`config.mk`:
```
export PLATFORM = sky130hd
export DESIGN_NAME = awake_rst_gen
export DESIGN_NICKNAME = d
export VERILOG_FILES = /design/src/rtl/awr_pkg.sv /design/src/rtl/awr_sync_edge.sv /design/src/rtl/awr_code_watch.sv /design/src/rtl/awr_watchdog.sv /design/src/rtl/awr_pulse.sv /design/src/rtl/awake_rst_gen.sv
export SDC_FILE = /design/constraint.sdc
export NUM_CORES = 1
export LEC_CHECK = 0
export ABC_AREA = 1
export CAP_MARGIN = 20
export CORE_UTILIZATION = 49
export DETAILED_ROUTE_END_ITERATION = 6
export GPL_TIMING_DRIVEN = 1
export PLACE_DENSITY = 0.8
export SLEW_MARGIN = 40
export SYNTH_ARGS = -nofsm -noshare
export SYNTH_HDL_FRONTEND = slang
export SYNTH_HIERARCHICAL = 1
export SYNTH_SLANG_ARGS = --single-unit
```
`constraint.sdc`:
```
create_clock -name clk -period 1.9 [get_ports clk]
set_clock_uncertainty 0.15 [all_clocks]
set_input_delay 0.38 -clock clk [delete_from_list [all_inputs] [get_ports clk]]
set_output_delay 0.38 -clock clk [all_outputs]
set_load 0.05 [all_outputs]
```
`src/rtl/awr_pkg.sv`:
```
package awr_pkg;
  localparam int CI_W = 4;
  typedef logic [CI_W-1:0] ci_code_t;
  localparam ci_code_t CI_RESET = '1;
endpackage

```
`src/rtl/awr_sync_edge.sv`:
```
module awr_sync_edge #(
  parameter int SYNC_STAGES = 2
) (
  input  logic clk,
  input  logic rst_n,
  input  logic pin_n,
  output logic fall_o
);
  localparam int LAST = SYNC_STAGES;

  logic [LAST:0] sh_q;

  always_ff @(posedge clk or negedge rst_n) begin
    if (!rst_n) sh_q <= '1;
    else        sh_q <= {sh_q[LAST-1:0], pin_n};
  end

  // falling edge: older synchronized level 1, newer level 0
  assign fall_o = sh_q[LAST] & ~sh_q[LAST-1];

  a_r8_fall_needs_low: assert property (@(posedge clk) disable iff (!rst_n)
    fall_o |=> !sh_q[LAST]);
endmodule

```
`src/rtl/awr_code_watch.sv`:
```
module awr_code_watch
  import awr_pkg::*;
(
  input  logic     clk,
  input  logic     rst_n,
  input  ci_code_t code_i,
  input  logic     valid_i,
  output logic     chg_o
);
  ci_code_t last_q;

  always_ff @(posedge clk or negedge rst_n) begin
    if (!rst_n)       last_q <= CI_RESET;
    else if (valid_i) last_q <= code_i;
  end

  assign chg_o = valid_i && (code_i != last_q);

  a_r8_hold_without_valid: assert property (@(posedge clk) disable iff (!rst_n)
    !valid_i |=> $stable(last_q));
endmodule

```
`src/rtl/awr_watchdog.sv`:
```
module awr_watchdog #(
  parameter int WD_PERIOD = 16
) (
  input  logic clk,
  input  logic rst_n,
  input  logic service_i,
  output logic expire_o,
  output logic status_o
);
  localparam int WDW = (WD_PERIOD > 1) ? $clog2(WD_PERIOD) : 1;
  localparam logic [WDW-1:0] RELOAD = WDW'(WD_PERIOD - 1);

  logic [WDW-1:0] cnt_q;

  assign expire_o = (cnt_q == '0) && !service_i;

  always_ff @(posedge clk or negedge rst_n) begin
    if (!rst_n) begin
      cnt_q <= RELOAD;
    end else if (service_i || cnt_q == '0) begin
      cnt_q <= RELOAD;
    end else begin
      cnt_q <= cnt_q - 1'b1;
    end
  end

  always_ff @(posedge clk or negedge rst_n) begin
    if (!rst_n)        status_o <= 1'b0;
    else if (expire_o) status_o <= 1'b1;
  end

  a_r5_status_sticky: assert property (@(posedge clk) disable iff (!rst_n)
    status_o |=> status_o);
  a_r7_service_blocks: assert property (@(posedge clk) disable iff (!rst_n)
    (service_i && WD_PERIOD > 1) |=> !expire_o);
endmodule

```
`src/rtl/awr_pulse.sv`:
```
module awr_pulse #(
  parameter int PULSE_W = 4
) (
  input  logic clk,
  input  logic rst_n,
  input  logic trig_i,
  output logic pulse_o
);
  localparam int PW = $clog2(PULSE_W + 1);
  localparam logic [PW-1:0] FULL = PW'(PULSE_W);

  logic [PW-1:0] cnt_q;

  always_ff @(posedge clk or negedge rst_n) begin
    if (!rst_n)            cnt_q <= '0;
    else if (trig_i)       cnt_q <= FULL;
    else if (cnt_q != '0)  cnt_q <= cnt_q - 1'b1;
  end

  assign pulse_o = (cnt_q != '0);

  a_r6_rise_from_trigger: assert property (@(posedge clk) disable iff (!rst_n)
    $rose(pulse_o) |-> $past(trig_i));
  a_r6_retrigger_holds: assert property (@(posedge clk) disable iff (!rst_n)
    trig_i |=> pulse_o);
endmodule

```
`src/rtl/awake_rst_gen.sv`:
```
module awake_rst_gen
  import awr_pkg::*;
#(
  parameter int PULSE_W     = 4,
  parameter int WD_PERIOD   = 16,
  parameter int SYNC_STAGES = 2
) (
  input  logic       clk,
  input  logic       rst_n,
  input  logic       awake_n_i,
  input  logic [3:0] ci_code_i,
  input  logic       ci_valid_i,
  input  logic       wd_service_i,
  input  logic       cfg_wd_src_i,
  input  logic       irq_clear_i,
  output logic       rst_pulse_o,
  output logic       awake_irq_o,
  output logic       wd_status_o
);
  logic awake_fall;
  logic code_chg;
  logic wd_expire;
  logic trig;

  awr_sync_edge #(.SYNC_STAGES(SYNC_STAGES)) u_sync (
    .clk(clk), .rst_n(rst_n), .pin_n(awake_n_i), .fall_o(awake_fall));

  awr_code_watch u_code (
    .clk(clk), .rst_n(rst_n), .code_i(ci_code_t'(ci_code_i)),
    .valid_i(ci_valid_i), .chg_o(code_chg));

  awr_watchdog #(.WD_PERIOD(WD_PERIOD)) u_wd (
    .clk(clk), .rst_n(rst_n), .service_i(wd_service_i),
    .expire_o(wd_expire), .status_o(wd_status_o));

  // source select: watchdog only, or awake events only
  assign trig = cfg_wd_src_i ? wd_expire : (awake_fall | code_chg);

  awr_pulse #(.PULSE_W(PULSE_W)) u_pulse (
    .clk(clk), .rst_n(rst_n), .trig_i(trig), .pulse_o(rst_pulse_o));

  // set has priority over clear
  always_ff @(posedge clk or negedge rst_n) begin
    if (!rst_n)           awake_irq_o <= 1'b0;
    else if (awake_fall)  awake_irq_o <= 1'b1;
    else if (irq_clear_i) awake_irq_o <= 1'b0;
  end

  a_r2_irq_on_fall: assert property (@(posedge clk) disable iff (!rst_n)
    awake_fall |=> awake_irq_o);
  a_r3_code_starts_pulse: assert property (@(posedge clk) disable iff (!rst_n)
    (!cfg_wd_src_i && code_chg) |=> rst_pulse_o);
  a_r4_quiet_in_wd_mode: assert property (@(posedge clk) disable iff (!rst_n)
    (cfg_wd_src_i && !wd_expire && !rst_pulse_o) |=> !rst_pulse_o);
  a_r5_expire_sets_status: assert property (@(posedge clk) disable iff (!rst_n)
    wd_expire |=> wd_status_o);
endmodule

```
==> reports/qor.txt, run 1 <==
vias: 598
Post-DRT Antenna Nets: 0
Clock Tree Root: clkbuf_4
endpoints failing setup: 0
latest clock arrival within the worst-skew pair: 0.28 ns
Clk network pwr share: 0.191
std cell rows: 14
DRT iter0 DRCs: 13
number of buffers created by CTS: 3
vias in the first global route: 593
VDD IR max: 499.9 uV
switching pwr: 0.3280 mW
first-pass GRT wire length: 2.325 mm
crit path launch: u_pulse/cnt_q[0]
switching share of power: 0.3439
Fin. Hold Viols: 0
Via density: 4.709
Synth Register Bits: 16
final wirelength: 1.341 mm
core region area: 1489 um2
P_leak: 0.4987 nW
Inserted Diodes: 0
WP data required: 1.37 ns
sequential fraction of design power: 0.457
count of cell types in the netlist: 19
CTS tree: done
Max clock buf depth: 2
placed cells: 123
CTS resizes: 0
critical path endpoint category: primary output
syn_nets: 107
die area: 1754 um2
area delta synth->final: 24.56%
nets@finish: 126
PwrDens: 982.2 nW/um2
final RePlAce weighted congestion: 0.7688
fmax: 0.5494 GHz
worst r2r src: u_wd/cnt_q[0]
non-filler instance count after layout: 127
fillers: 132
combinational cell fraction of total power: 0.352
IO Pins: 14
Setup TNS: 0 ns
max cap viols: 0
port bufs: 13
Remaining Overflow, GRT: 0
sequential area share after synthesis: 0.5313
WL per Instance: 10.56 um
Ys Warns: 6
Die H: 41.89 um
syn avg cell area: 8.382 um2
status: complete, no violations
clock sinks: 16
Hold-fix buffers, CTS: 0
setup bufs post-CTS: 0
Tightest Pin Transition: 0.2022 ns
drt drc: 0
share of layout cells above drive strength 1: 0.2342
gr usage total: 0.1759
hold crit path type: reg2reg
Pre-antenna DRT Iters: 4
H-tree depth: 1
initial antenna violation count: 0
Hold Crit Start: u_sync/sh_q[0]
Int Pwr: 0.6256 mW
crit path kind: reg2out
CP Max Fanout: 4
final critical-path share of the clock period: 0.9579
R2R Setup Slk: 0.30 ns
CTS clk-pin slew, worst paths: 0.09 ns
Max Slew Vio Count: 0
crit path time final: 1.820 ns
largest net degree at the start of global routing: 17
startpoint types: flop
Post-Syn Area: 779.5 um2
Chip Width: 41.89 um
slew margin rel.: 0.8652
WP data arrival: 1.29 ns
initial core utilization: 0.5235
Cells after Synth: 93
RSZ-0062 raised after global routing: no
Detail Placement HPWL: 1.029 mm
## through the flow
stage / power (mW) / hold slack (ns) / utilization / cell area [um2] / setup slack, ns
CTS: 0.9606 / 0.2144 / 0.6521 / 970.9 / 0.07705
detailed placement: 0.7746 / 0.2004 / 0.6345 / 944.7 / 0.03738
global placement: 0.7586 / 0.1980 / 0.6345 / 944.7 / 0.05600
finish: 0.9536 / 0.2129 / 0.6521 / 970.9 / 0.07991
global route: 1.028 / 0.2200 / 0.6521 / 970.9 / 0.002141
floorplan: 0.6518 / -0.06559 / - / 779.5 / 0.4341
## power groups by stage
stage               Combinational [mW]  Sequential (mW)  Clock [mW]
finish                           0.335            0.436       0.183
detailed placement               0.336            0.438           0
floorplan                        0.209            0.443           0
global route                     0.374            0.443       0.210
global placement                 0.321            0.437           0
CTS                              0.335            0.435       0.190
## registers in the layout, summed over array words and instances, names as in the netlist
signal	count
u_code/last_q	4
u_pulse/cnt_q	3
u_sync/sh_q	3
awake_irq_o	1
u_wd/status_o	1
u_wd/cnt_q	4
## worst paths after layout
path | to | cells past startpoint
worst max-delay path | rst_pulse_o | 4
worst min-delay path | u_sync/sh_q[1] | 0
worst min register to register | u_sync/sh_q[1] | 0
max in group asynchronous | u_wd/cnt_q[1] | 2
worst max register to register | u_pulse/cnt_q[1] | 9
min in group asynchronous | awake_irq_o | 2
## kinds of logic after synthesis
family,Yosys count,synth area share
XOR/XNOR,1,0.01124
buffers and inverters,20,0.09791
flip-flops,16,0.5313
AND/OR/NAND/NOR,44,0.2376
AO/OA/AOI/OAI,9,0.07383
adder cells (fa/ha/maj),3,0.04816
## synth_stat cells
cell type / n / area [um2]
xnor2_1: 1 / 8.760
buf_2: 1 / 5.000
inv_2: 2 / 7.510
nand4_1: 2 / 12.51
nand3b_1: 1 / 7.510
nor2_1: 7 / 26.28
nand2_1: 28 / 105.1
o21bai_2: 1 / 11.26
nor2_2: 2 / 12.51
o21bai_1: 1 / 7.510
a21oi_1: 1 / 5.000
dfrtp_1: 5 / 125.1
ha_1: 3 / 37.54
o21ai_1: 5 / 25.02
inv_1: 17 / 63.81
nand2_2: 1 / 6.260
nand3_1: 3 / 15.01
a21oi_2: 1 / 8.760
dfstp_2: 11 / 289.0
## cells in the final DEF, fill, tap and decap left out
| cell type | instances |
|---|---|
| o21bai_2 | 1 |
| inv_2 | 2 |
| nor2_1 | 7 |
| ha_1 | 3 |
| a21oi_1 | 1 |
| nand4_1 | 2 |
| nor2_2 | 2 |
| buf_12 | 1 |
| nand2_1 | 28 |
| o21bai_1 | 1 |
| dfrtp_1 | 5 |
| a21oi_2 | 1 |
| xnor2_1 | 1 |
| nand3b_1 | 1 |
| clkdlybuf4s50_1 | 10 |
| clkbuf_4 | 3 |
| clkbuf_1 | 1 |
| buf_4 | 4 |
| nand2_2 | 1 |
| nand3_1 | 3 |
| inv_1 | 17 |
| o21ai_1 | 5 |
| dfstp_2 | 11 |
## metal layers
metal  global-route usage  vias to the layer above  routed length, um
li1                     -                      315                  -
met1               0.2261                      271                589
met4              0.07742                        0                  0
met3              0.04348                        0                 68
met5                    0                        -                  0
met2               0.2813                       12                684
## cell type report
cell class                      instances  area, um2  area share
Sequential cell                        16      414.1      0.4265
Multi-Input combinational cell         57      289.0      0.2977
Timing Repair Buffer                   15      150.1      0.1546
Inverter                               19      71.32     0.07345
Clock buffer                            4      26.28     0.02706
Tap cell                               16      20.02     0.02062
## critical path, cell delays in order, from the launching register on
cell     delay, ns
dfrtp_1       0.40
inv_1         0.11
ha_1          0.23
nand2_2       0.11
buf_12        0.16
(Power assumes the default switching activity.)
==> run 2: changes to the inputs <==
--- a/config.mk
+++ b/config.mk
@@ -6,7 +6,7 @@
 export NUM_CORES = 1
 export LEC_CHECK = 0
 export ABC_AREA = 1
-export CAP_MARGIN = 20
+export CAP_MARGIN = 0
 export CORE_UTILIZATION = 49
 export DETAILED_ROUTE_END_ITERATION = 6
 export GPL_TIMING_DRIVEN = 1
@@ -14,5 +14,4 @@
 export SLEW_MARGIN = 40
 export SYNTH_ARGS = -nofsm -noshare
 export SYNTH_HDL_FRONTEND = slang
-export SYNTH_HIERARCHICAL = 1
 export SYNTH_SLANG_ARGS = --single-unit
==> reports/qor.txt, run 2 <==
most common cell in the netlist: nand2_1
Most Crowded Layer GR: met2
largest cells by area after synthesis: dfstp_2, dfrtp_1, nand2_1
ys async rst share: 1.000 (unchanged)
hold crit path type: reg2reg
largest net degree at the start of global routing: 17 (unchanged)
vias: 569 (-4.8%)
gr usage total: 0.1662 (-0.009721)
nets@finish: 120 (-4.8%)
share of layout cells above drive strength 1: 0.2095 (-0.02471)
first-pass GRT wire length: 2.152 mm (-7.4%)
commonest cells after routing, fill and taps aside: nand2_1, inv_1, dfstp_2, clkdlybuf4s50_1
GRT met3 Usage: 0.02609 (-0.01739)
std cell rows: 13 (-1)
Synth Register Bits: 16 (unchanged)
Place WS: 0.1856 ns (+0.1482 ns)
H-tree depth: 1 (unchanged)
met1 usage: 0.1983 (-0.02781)
max cap viols: 0 (unchanged)
most common cell after layout, fill and taps aside: nand2_1
top cells by count, synth: nand2_1, inv_1, dfstp_2, dfrtp_1, o21ai_0
CTS resizes: 0 (unchanged)
critical path endpoint category: primary output
M2 GR Usage: 0.2719 (-0.009375)
WP data arrival: 1.18 ns (-0.11 ns)
endpoints failing setup: 0 (unchanged)
Tightest Pin Transition: 0.2939 ns (+0.09171 ns)
DRT iter0 DRCs: 8 (-5)
Post-synth EDFFs: 0 (unchanged)
P_leak: 0.4988 nW (about the same)
Primary FF master, synth: dfstp_2
die area: 1717 um2 (-2.1%)
final wirelength: 1.164 mm (-13%)
CTS tree: done
slew margin rel.: 0.8035 (-0.06176)
final RePlAce weighted congestion: 0.7552 (-1.8%)
Remaining Overflow, GRT: 0 (unchanged)
Ys Warns: 0 (-6)
Chip Width: 41.44 um (-1.1%)
setup bufs post-CTS: 0 (unchanged)
clock sinks: 16 (unchanged)
Hold-fix buffers, CTS: 0 (unchanged)
crit path time final: 1.712 ns (-0.1077 ns)
final critical-path share of the clock period: 0.9013 (-0.05667)
vias in the first global route: 563 (-5.1%)
sequential area share after synthesis: 0.5435 (+0.01221)
Setup TNS: 0 ns (unchanged)
syn avg cell area: 8.659 um2 (+3.3%)
PnR worst setup slack: 0.1876 ns (+0.1077 ns)
Inserted Diodes: 0 (unchanged)
Via density: 4.742 (+0.70%)
Die H: 41.44 um (-1.1%)
Cells after Synth: 88 (-5.4%)
core region area: 1366 um2 (-8.2%)
Post-DRT Antenna Nets: 0 (unchanged)
Post-Syn Area: 762.0 um2 (-2.2%)
VDD IR max: 565.9 uV (+13%)
leading area contributor after synthesis: dfstp_2
area delta synth->final: 23.65%
status: complete, no violations
drt drc: 0 (unchanged)
syn_nets: 102 (-4.7%)
Tot Pwr: 0.9217 mW (-3.3%)
placed cells: 116 (-5.7%)
port bufs: 13 (unchanged)
RSZ-0062 raised after global routing: no
R2R Setup Slk: 0.50 ns (+0.20 ns)
latest clock arrival within the worst-skew pair: 0.28 ns (about the same)
crit path kind: reg2out
Max Slew Vio Count: 0 (unchanged)
IO Pins: 14 (unchanged)
count of cell types in the netlist: 19 (unchanged)
initial core utilization: 0.5577 (+0.03416)
CTS clk-pin slew, worst paths: 0.09 ns (about the same)
area fraction of the dominant cell type after synthesis: 0.3793 (+0.008524)
Pre-antenna DRT Iters: 4 (unchanged)
Clock Tree Root: clkbuf_4
fmax: 0.5840 GHz (+6.3%)
Placed Area: 915.9 um2 (-3.0%)
initial antenna violation count: 0 (unchanged)
startpoint types: flop
non-filler instance count after layout: 120 (-5.5%)
Max clock buf depth: 2 (unchanged)
CP Max Fanout: 4 (unchanged)
PwrDens: 978.3 nW/um2 (-0.39%)
Fin. Hold Viols: 0 (unchanged)
Detail Placement HPWL: 903.3 um (-12%)
number of buffers created by CTS: 3 (unchanged)
WP data required: 1.37 ns (about the same)
Largest regs: u_code.last_q x4, u_wd.cnt_q x4
Final Cell Area: 942.2 um2 (-3.0%)
WL per Instance: 9.700 um (-8.1%)
-- run 2: changes by cell type in the layout (fill, tap and decap cells not counted), moves of 2 or more --
cell and delta:
xor2_1 +3, o21ai_1 -5, o21ai_0 +5, nand2_1 -2, a21oi_1 +2, nand3_1 -2, nor2_1 -4
-- run 2: kinds of logic (layout without fill, tap and decap cells) --
| family | count (synthesis) | in the layout | share of synthesized area |
|---|---|---|---|
| simple gates | 34 | 34 | 0.1823 |
| xor+xnor | 3 | 3 | 0.03449 |
| buf+inv | 21 | 38 | 0.1084 |
| compound gates | 10 | 10 | 0.06896 |
| flops | 16 | 16 | 0.5435 |
| mux | 1 | 1 | 0.01314 |
| fa+ha+maj | 3 | 3 | 0.04927 |
-- run 2: worst paths after layout --
path	startpoint	to	cells after the start
max	u_pulse.cnt_q[0]	rst_pulse_o	4
min	u_sync.sh_q[0]	u_sync.sh_q[1]	0
max reg2reg	u_wd.cnt_q[0]	u_wd.cnt_q[0]	4
min reg2reg	u_sync.sh_q[0]	u_sync.sh_q[1]	0
max in group asynchronous	rst_n	u_sync.sh_q[1]	2
min in group asynchronous	rst_n	u_pulse.cnt_q[2]	2
-- run 2: power breakdown --
| group | leakage, nW | switching, mW | internal [mW] |
|---|---|---|---|
| Combinational | 0.312 | 0.184 | 0.139 |
| Clock | 0.0150 | 0.0975 | 0.0812 |
| Sequential | 0.172 | 0.0200 | 0.400 |
-- run 2: routing by layer --
metal | share of wire | wire length (um)
met1 | 0.46 | 538
met2 | 0.50 | 583
met3 | 0.017 | 20
met4 | 0.018 | 21
met5 | 0 | 0
-- run 2: final cells by class --
cell class | instances | area [um2]
fill | 109 | 424.2
sequential | 16 | 414.1
multi-input combinational | 51 | 265.3
timing repair buffer | 14 | 142.6
inverter | 20 | 75.07
clock buffer | 4 | 26.28
tap | 15 | 18.77
-- run 2: critical path, stage by stage (launching register included) --
cell and delay, ns:
dfrtp_1 0.37, inv_1 0.10, ha_1 0.17, nand2_2 0.10, buf_12 0.16
-- run 2: stage by stage --
step	hold slack (ns)	utilization
after CTS	0.2169	0.6896
after floorplan	-0.06559	-
final	0.2128	0.6896
after global routing	0.2172	0.6896
after global placement	0.1959	0.6703
after detailed placement	0.2044	0.6703
